## src/rtl/sdi_align_pkg.sv

```systemverilog
package sdi_align_pkg;
  typedef enum logic [0:0] {
    HUNT_ONES  = 1'b0,
    HUNT_ZEROS = 1'b1
  } hunt_state_e;
endpackage

```

## src/rtl/trs_hunter.sv

```systemverilog
module trs_hunter
  import sdi_align_pkg::*;
#(
  parameter int ONES_LEN  = 10,
  parameter int ZEROS_LEN = 20
) (
  input  logic clk,
  input  logic rst,
  input  logic bit_in,
  input  logic bit_valid,
  output logic found
);
  localparam int OW = $clog2(ONES_LEN + 1);
  localparam int ZW = $clog2(ZEROS_LEN + 1);
  localparam logic [OW-1:0] ONES_MAX  = OW'(ONES_LEN);
  localparam logic [ZW-1:0] ZERO_LAST = ZW'(ZEROS_LEN - 1);

  hunt_state_e    state;
  logic [OW-1:0]  ones_cnt;   // run of 1s; cleared whenever the data is low
  logic [ZW-1:0]  zero_cnt;   // zeros seen after a long enough run of 1s

  assign found = bit_valid && (state == HUNT_ZEROS) && !bit_in && (zero_cnt == ZERO_LAST);

  always_ff @(posedge clk) begin
    if (rst) begin
      state    <= HUNT_ONES;
      ones_cnt <= '0;
      zero_cnt <= '0;
    end else if (bit_valid) begin
      case (state)
        HUNT_ONES: begin
          if (bit_in) begin
            if (ones_cnt != ONES_MAX) ones_cnt <= ones_cnt + 1'b1;
          end else begin
            ones_cnt <= '0;
            if (ones_cnt == ONES_MAX) begin
              state    <= HUNT_ZEROS;
              zero_cnt <= ZW'(1);
            end
          end
        end
        HUNT_ZEROS: begin
          if (bit_in) begin
            state    <= HUNT_ONES;
            ones_cnt <= OW'(1);
            zero_cnt <= '0;
          end else if (zero_cnt == ZERO_LAST) begin
            state    <= HUNT_ONES;
            zero_cnt <= '0;
          end else begin
            zero_cnt <= zero_cnt + 1'b1;
          end
        end
        default: state <= HUNT_ONES;
      endcase
    end
  end

  // a 1 in the zero run drops the search back to hunting for 1s
  p_break_idle_r4: assert property (@(posedge clk) disable iff (rst)
    (bit_valid && bit_in && state == HUNT_ZEROS) |=> (state == HUNT_ONES));

  // idle clocks leave the search untouched
  p_hunt_stall_r9: assert property (@(posedge clk) disable iff (rst)
    !bit_valid |=> ($stable(state) && $stable(ones_cnt) && $stable(zero_cnt)));
endmodule

```

## src/rtl/word_divider.sv

```systemverilog
module word_divider #(
  parameter int WORD_W = 10
) (
  input  logic clk,
  input  logic rst,
  input  logic bit_valid,
  input  logic realign,
  output logic boundary
);
  localparam int PW = $clog2(WORD_W);
  localparam logic [PW-1:0] LAST = PW'(WORD_W - 1);

  logic [PW-1:0] phase;

  assign boundary = bit_valid && (realign || phase == LAST);

  always_ff @(posedge clk) begin
    if (rst)            phase <= '0;
    else if (boundary)  phase <= '0;
    else if (bit_valid) phase <= phase + 1'b1;
  end

  // phase never leaves the ten-bit range
  p_phase_range_r5: assert property (@(posedge clk) disable iff (rst)
    phase <= LAST);

  // no valid bit, no phase movement
  p_phase_stall_r9: assert property (@(posedge clk) disable iff (rst)
    !bit_valid |=> $stable(phase));

  // a realign always restarts the count
  p_realign_zero_r7: assert property (@(posedge clk) disable iff (rst)
    (bit_valid && realign) |=> (phase == '0));
endmodule

```

## src/rtl/deser_shift.sv

```systemverilog
module deser_shift #(
  parameter int WORD_W = 10
) (
  input  logic              clk,
  input  logic              rst,
  input  logic              bit_in,
  input  logic              bit_valid,
  input  logic              boundary,
  output logic [WORD_W-1:0] word_out,
  output logic              word_stb
);
  logic [WORD_W-1:0] sr;
  logic [WORD_W-1:0] sr_next;

  // newest bit enters at the top, so bit 0 is the oldest after WORD_W shifts
  assign sr_next = {bit_in, sr[WORD_W-1:1]};

  always_ff @(posedge clk) begin
    if (rst) begin
      sr       <= '0;
      word_out <= '0;
      word_stb <= 1'b0;
    end else begin
      word_stb <= boundary;
      if (bit_valid) sr <= sr_next;
      if (boundary)  word_out <= sr_next;
    end
  end

  // the parallel word only moves together with the strobe
  p_word_hold_r6: assert property (@(posedge clk) disable iff (rst)
    !word_stb |-> $stable(word_out));
endmodule

```

## src/rtl/sdi_word_aligner.sv

```systemverilog
module sdi_word_aligner #(
  parameter int WORD_W    = 10,
  parameter int ONES_LEN  = 10,
  parameter int ZEROS_LEN = 20
) (
  input  logic              clk,
  input  logic              rst,
  input  logic              bit_in,
  input  logic              bit_valid,
  output logic [WORD_W-1:0] word_out,
  output logic              word_stb,
  output logic              h_level
);
  logic found;
  logic boundary;

  trs_hunter #(.ONES_LEN(ONES_LEN), .ZEROS_LEN(ZEROS_LEN)) u_hunt (
    .clk(clk), .rst(rst), .bit_in(bit_in), .bit_valid(bit_valid), .found(found)
  );

  word_divider #(.WORD_W(WORD_W)) u_div (
    .clk(clk), .rst(rst), .bit_valid(bit_valid), .realign(found), .boundary(boundary)
  );

  deser_shift #(.WORD_W(WORD_W)) u_deser (
    .clk(clk), .rst(rst), .bit_in(bit_in), .bit_valid(bit_valid),
    .boundary(boundary), .word_out(word_out), .word_stb(word_stb)
  );

  always_ff @(posedge clk) begin
    if (rst)        h_level <= 1'b0;
    else if (found) h_level <= ~h_level;
  end

  // each header found inverts the level in the next clock
  p_h_flip_r2: assert property (@(posedge clk) disable iff (rst)
    found |=> (h_level != $past(h_level)));

  // the level never moves without a header
  p_h_quiet_r2: assert property (@(posedge clk) disable iff (rst)
    !found |=> $stable(h_level));

  // a header always yields a strobe
  p_stb_on_found_r7: assert property (@(posedge clk) disable iff (rst)
    found |=> word_stb);
endmodule

```

## config.mk

```make
export PLATFORM = sky130hd
export DESIGN_NAME = sdi_word_aligner
export DESIGN_NICKNAME = d
export VERILOG_FILES = /design/src/rtl/sdi_align_pkg.sv /design/src/rtl/trs_hunter.sv /design/src/rtl/word_divider.sv /design/src/rtl/deser_shift.sv /design/src/rtl/sdi_word_aligner.sv
export SDC_FILE = /design/constraint.sdc
export NUM_CORES = 1
export LEC_CHECK = 0
export BUFFER_PORTS_ARGS = -buffer_cell sky130_fd_sc_hd__buf_2
export CAP_MARGIN = 20
export CORE_ASPECT_RATIO = 0.8
export CORE_MARGIN = 1
export CORE_UTILIZATION = 30
export DETAILED_ROUTE_END_ITERATION = 7
export HOLD_SLACK_MARGIN = 0.1
export SLEW_MARGIN = 20
export SYNTH_ARGS = -nofsm -noshare
export SYNTH_HDL_FRONTEND = slang
export SYNTH_SLANG_ARGS = --single-unit
```

## constraint.sdc

```tcl
create_clock -name clk -period 4.3 [get_ports clk]
set_clock_uncertainty 0.05 [all_clocks]
set_input_delay 0.86 -clock clk [delete_from_list [all_inputs] [get_ports clk]]
set_output_delay 0.86 -clock clk [all_outputs]
set_load 0.05 [all_outputs]
```

==> metrics.yaml <==
setup_viol: 0
area_growth_pct: 14.3
slew_headroom_pct: 56.6
report.final.slew_viol_count: 0
cp.arrival_ps: 2240
cts.sinks: 35
hold_viol: 0
grt_usage_pct: 11.5
syn_area_um2: 1630
die_h_um: 68.0
dr.pass1.iters: 6
start_kind: "input port"
hp-class: "flop to flop"
tightest_slew_ps: 651
final_layout_size_suffix_gt1_share_pct: 15.6
viasPerCell: 4.70
core_area_um2: 5120
regArea_um2: 701
cts-resized-gates: 0
critical_path_class: "input port to flop"
post-route-min-period_ps: 2140
crit_path_max_fanout: 29
hold_buffers: 0
clk_pin_slew_ps: 70
hold_ws_ps: 442
p_leak_nw: 0.748
fillers: 525
end_kind: "flop"
period_share_pct: 49.7
synth_cell_types: 43
die_w_um: 84.5
clockBufferDepth: 2
drt-wirelength-per-cell_um: 12.2
fmax_mhz: 468
avgSynthCellArea_um2: 9.90
grt_pass1_wl_um: 5040
grt_max_degree: 38
setup_tns_ps: 0
wl_um: 2940
grt-ovfl-total: 0
switching_power_uw: 143
drc: 2
antenna_found_initial: 0
yosys_warnings: 0
ys_ff_latch: 35
grt_setup_unrepaired: "no"
layout.nets: 187
syn_nets: 174
dieArea_um2: 5740
p_per_area_nw_per_um2: 381
drt-initial-drc-count: 42
gp_congestion: 0.732
vias: 1133
p_int_uw: 569
cts_tree: "yes"
cap_violations: 0
htreeDepth: 2
p_sw_share_pct: 20.1
cts-root-buf: "clkbuf_8"
multi_input_area_um2: 862
post-cts-setup-buffers: 0
total_power_uw: 712
grt_pass1_vias: 1033
ir_drop_mv: 0.211
pwr-share-seq_pct: 46.5
cts_buffers: 5
initial_core_util_pct: 31.9
hpwl_um: 1970
port_buffers: 15
insertion_delay_ps: 290
cp.required_ps: 4400
ant_nets: 0
status: "finished, violations left"
n_antenna_cell: 0
violations: "design-rule violations"
std_cell_rows: 23
ys_seq_area_share_pct: 42.9
top_level_ports: 16
clkPwrFrac_pct: 49.7
synthCells: 165
comb_power_share_pct: 3.8
[worst max-delay path, cell delays in order]
cell and delay [ps]:
buf_2 490, nand3b_4 180, o21ai_4 410, mux2i_1 240
nor2_1 50
[cells by family after synthesis]
kind of cell             Yosys count  synth area share [%]
adder cells (fa/ha/maj)            5                  3.83
XOR/XNOR                           4                  2.15
buffers and inverters             13                  4.29
AND/OR/NAND/NOR                   61                  22.9
multiplexers                      21                  12.9
AO/OA/AOI/OAI                     26                  11.0
flip-flops                        35                  42.9
[cell type report]
type	instances	area share (%)
repair buffers	15	4.02
multi-input cells	117	46.2
clock buffers	5	3.69
clock inverters	3	3.62
inverters	4	0.804
flip-flops and latches	35	37.5
well taps	62	4.16
[path summary, 6_finish.rpt]
check / from / endpoint / slack (ps) / cells after the start
worst min-delay path: u_deser.word_out[2] / u_deser.word_out[2] / 440 / 2
worst max register to register: u_hunt.zero_cnt[0] / u_hunt.zero_cnt[0] / 2490 / 5
worst max-delay path: bit_valid / u_deser.word_out[1] / 2160 / 5
worst min register to register: u_deser.word_out[2] / u_deser.word_out[2] / 440 / 2
[stage by stage]
| step | utilization, % | instance area, um2 | setup slack, ps | cells |
|---|---|---|---|---|
| 2_1_floorplan | - | 1630 | 2500 | 165 |
| 3_3_place_gp | 33.8 | 1730 | 1870 | 233 |
| 6_report | 36.4 | 1870 | 2160 | 241 |
| 5_1_grt | 36.4 | 1870 | 2050 | 241 |
| 4_1_cts | 36.4 | 1870 | 2160 | 241 |
| 3_5_place_dp | 33.8 | 1730 | 1860 | 233 |
[sequential cells by signal (all words and copies together), names as in the netlist]
signal            flops
u_hunt.zero_cnt       5
u_deser.word_out     10
u_hunt.state          1
h_level               1
u_div.phase           4
u_hunt.ones_cnt       4
u_deser.word_stb      1
u_deser.sr            9
[metal layers]
metal	vias up	wire [um]	track usage, %
li1	604	-	-
met1	508	1620	15.3
met2	15	1120	16.3
met3	6	143	4.34
met4	0	55	5.72
met5	-	0	0
[cells in the mapped netlist (all sizes together)]
cell,n,area share (%)
a31oi,1,0.38
nand3,2,0.61
dfxtp,35,43
buf,5,2.5
o21ai,7,2.8
o211a,1,0.61
nand4bb,1,1.7
or2b,1,0.46
a21boi,1,0.46
nand4b,1,1.5
a2bb2oi,1,0.54
inv,4,0.92
and4b,1,0.61
ha,5,3.8
and3,2,0.77
a211oi,2,0.92
nand2,3,0.69
clkbuf,4,0.92
nor2b,3,1.1
and2,1,0.38
a22oi,1,0.46
mux2i,21,13
nand3b,5,3.1
a311oi,1,0.54
nor2,27,6.2
nor4bb,2,1.6
o31ai,2,0.92
a32oi,1,0.54
nor3,5,1.5
nand2b,5,1.9
nand4,1,0.38
o211ai,1,0.46
or3,1,0.38
xnor2,1,0.54
a21oi,6,1.8
xor2,3,1.6
o2111ai,1,0.54
[layout by cell type, fill, tap and decap left out, types with 4 or more instances in the layout]
cell type | Yosys | final
dfxtp_1 | 35 | 35
ha_1 | 5 | 5
buf_2 | 2 | 15
a21oi_1 | 6 | 6
o21ai_0 | 4 | 4
mux2i_1 | 21 | 21
nand2b_1 | 5 | 5
nand3b_1 | 4 | 4
clkbuf_8 | 0 | 5
nor2_1 | 27 | 27
nor3_1 | 5 | 5
inv_1 | 4 | 4
[power by group through the flow]
stage               Sequential [mW]  Clock, mW  Combinational (mW)
floorplan                     0.338          0              0.0223
global placement              0.338          0              0.0270
detailed placement            0.339          0              0.0271
CTS                           0.331      0.363              0.0272
global route                  0.331      0.380              0.0300
finish                        0.331      0.354              0.0269
Power figures use the tool's default switching activity.
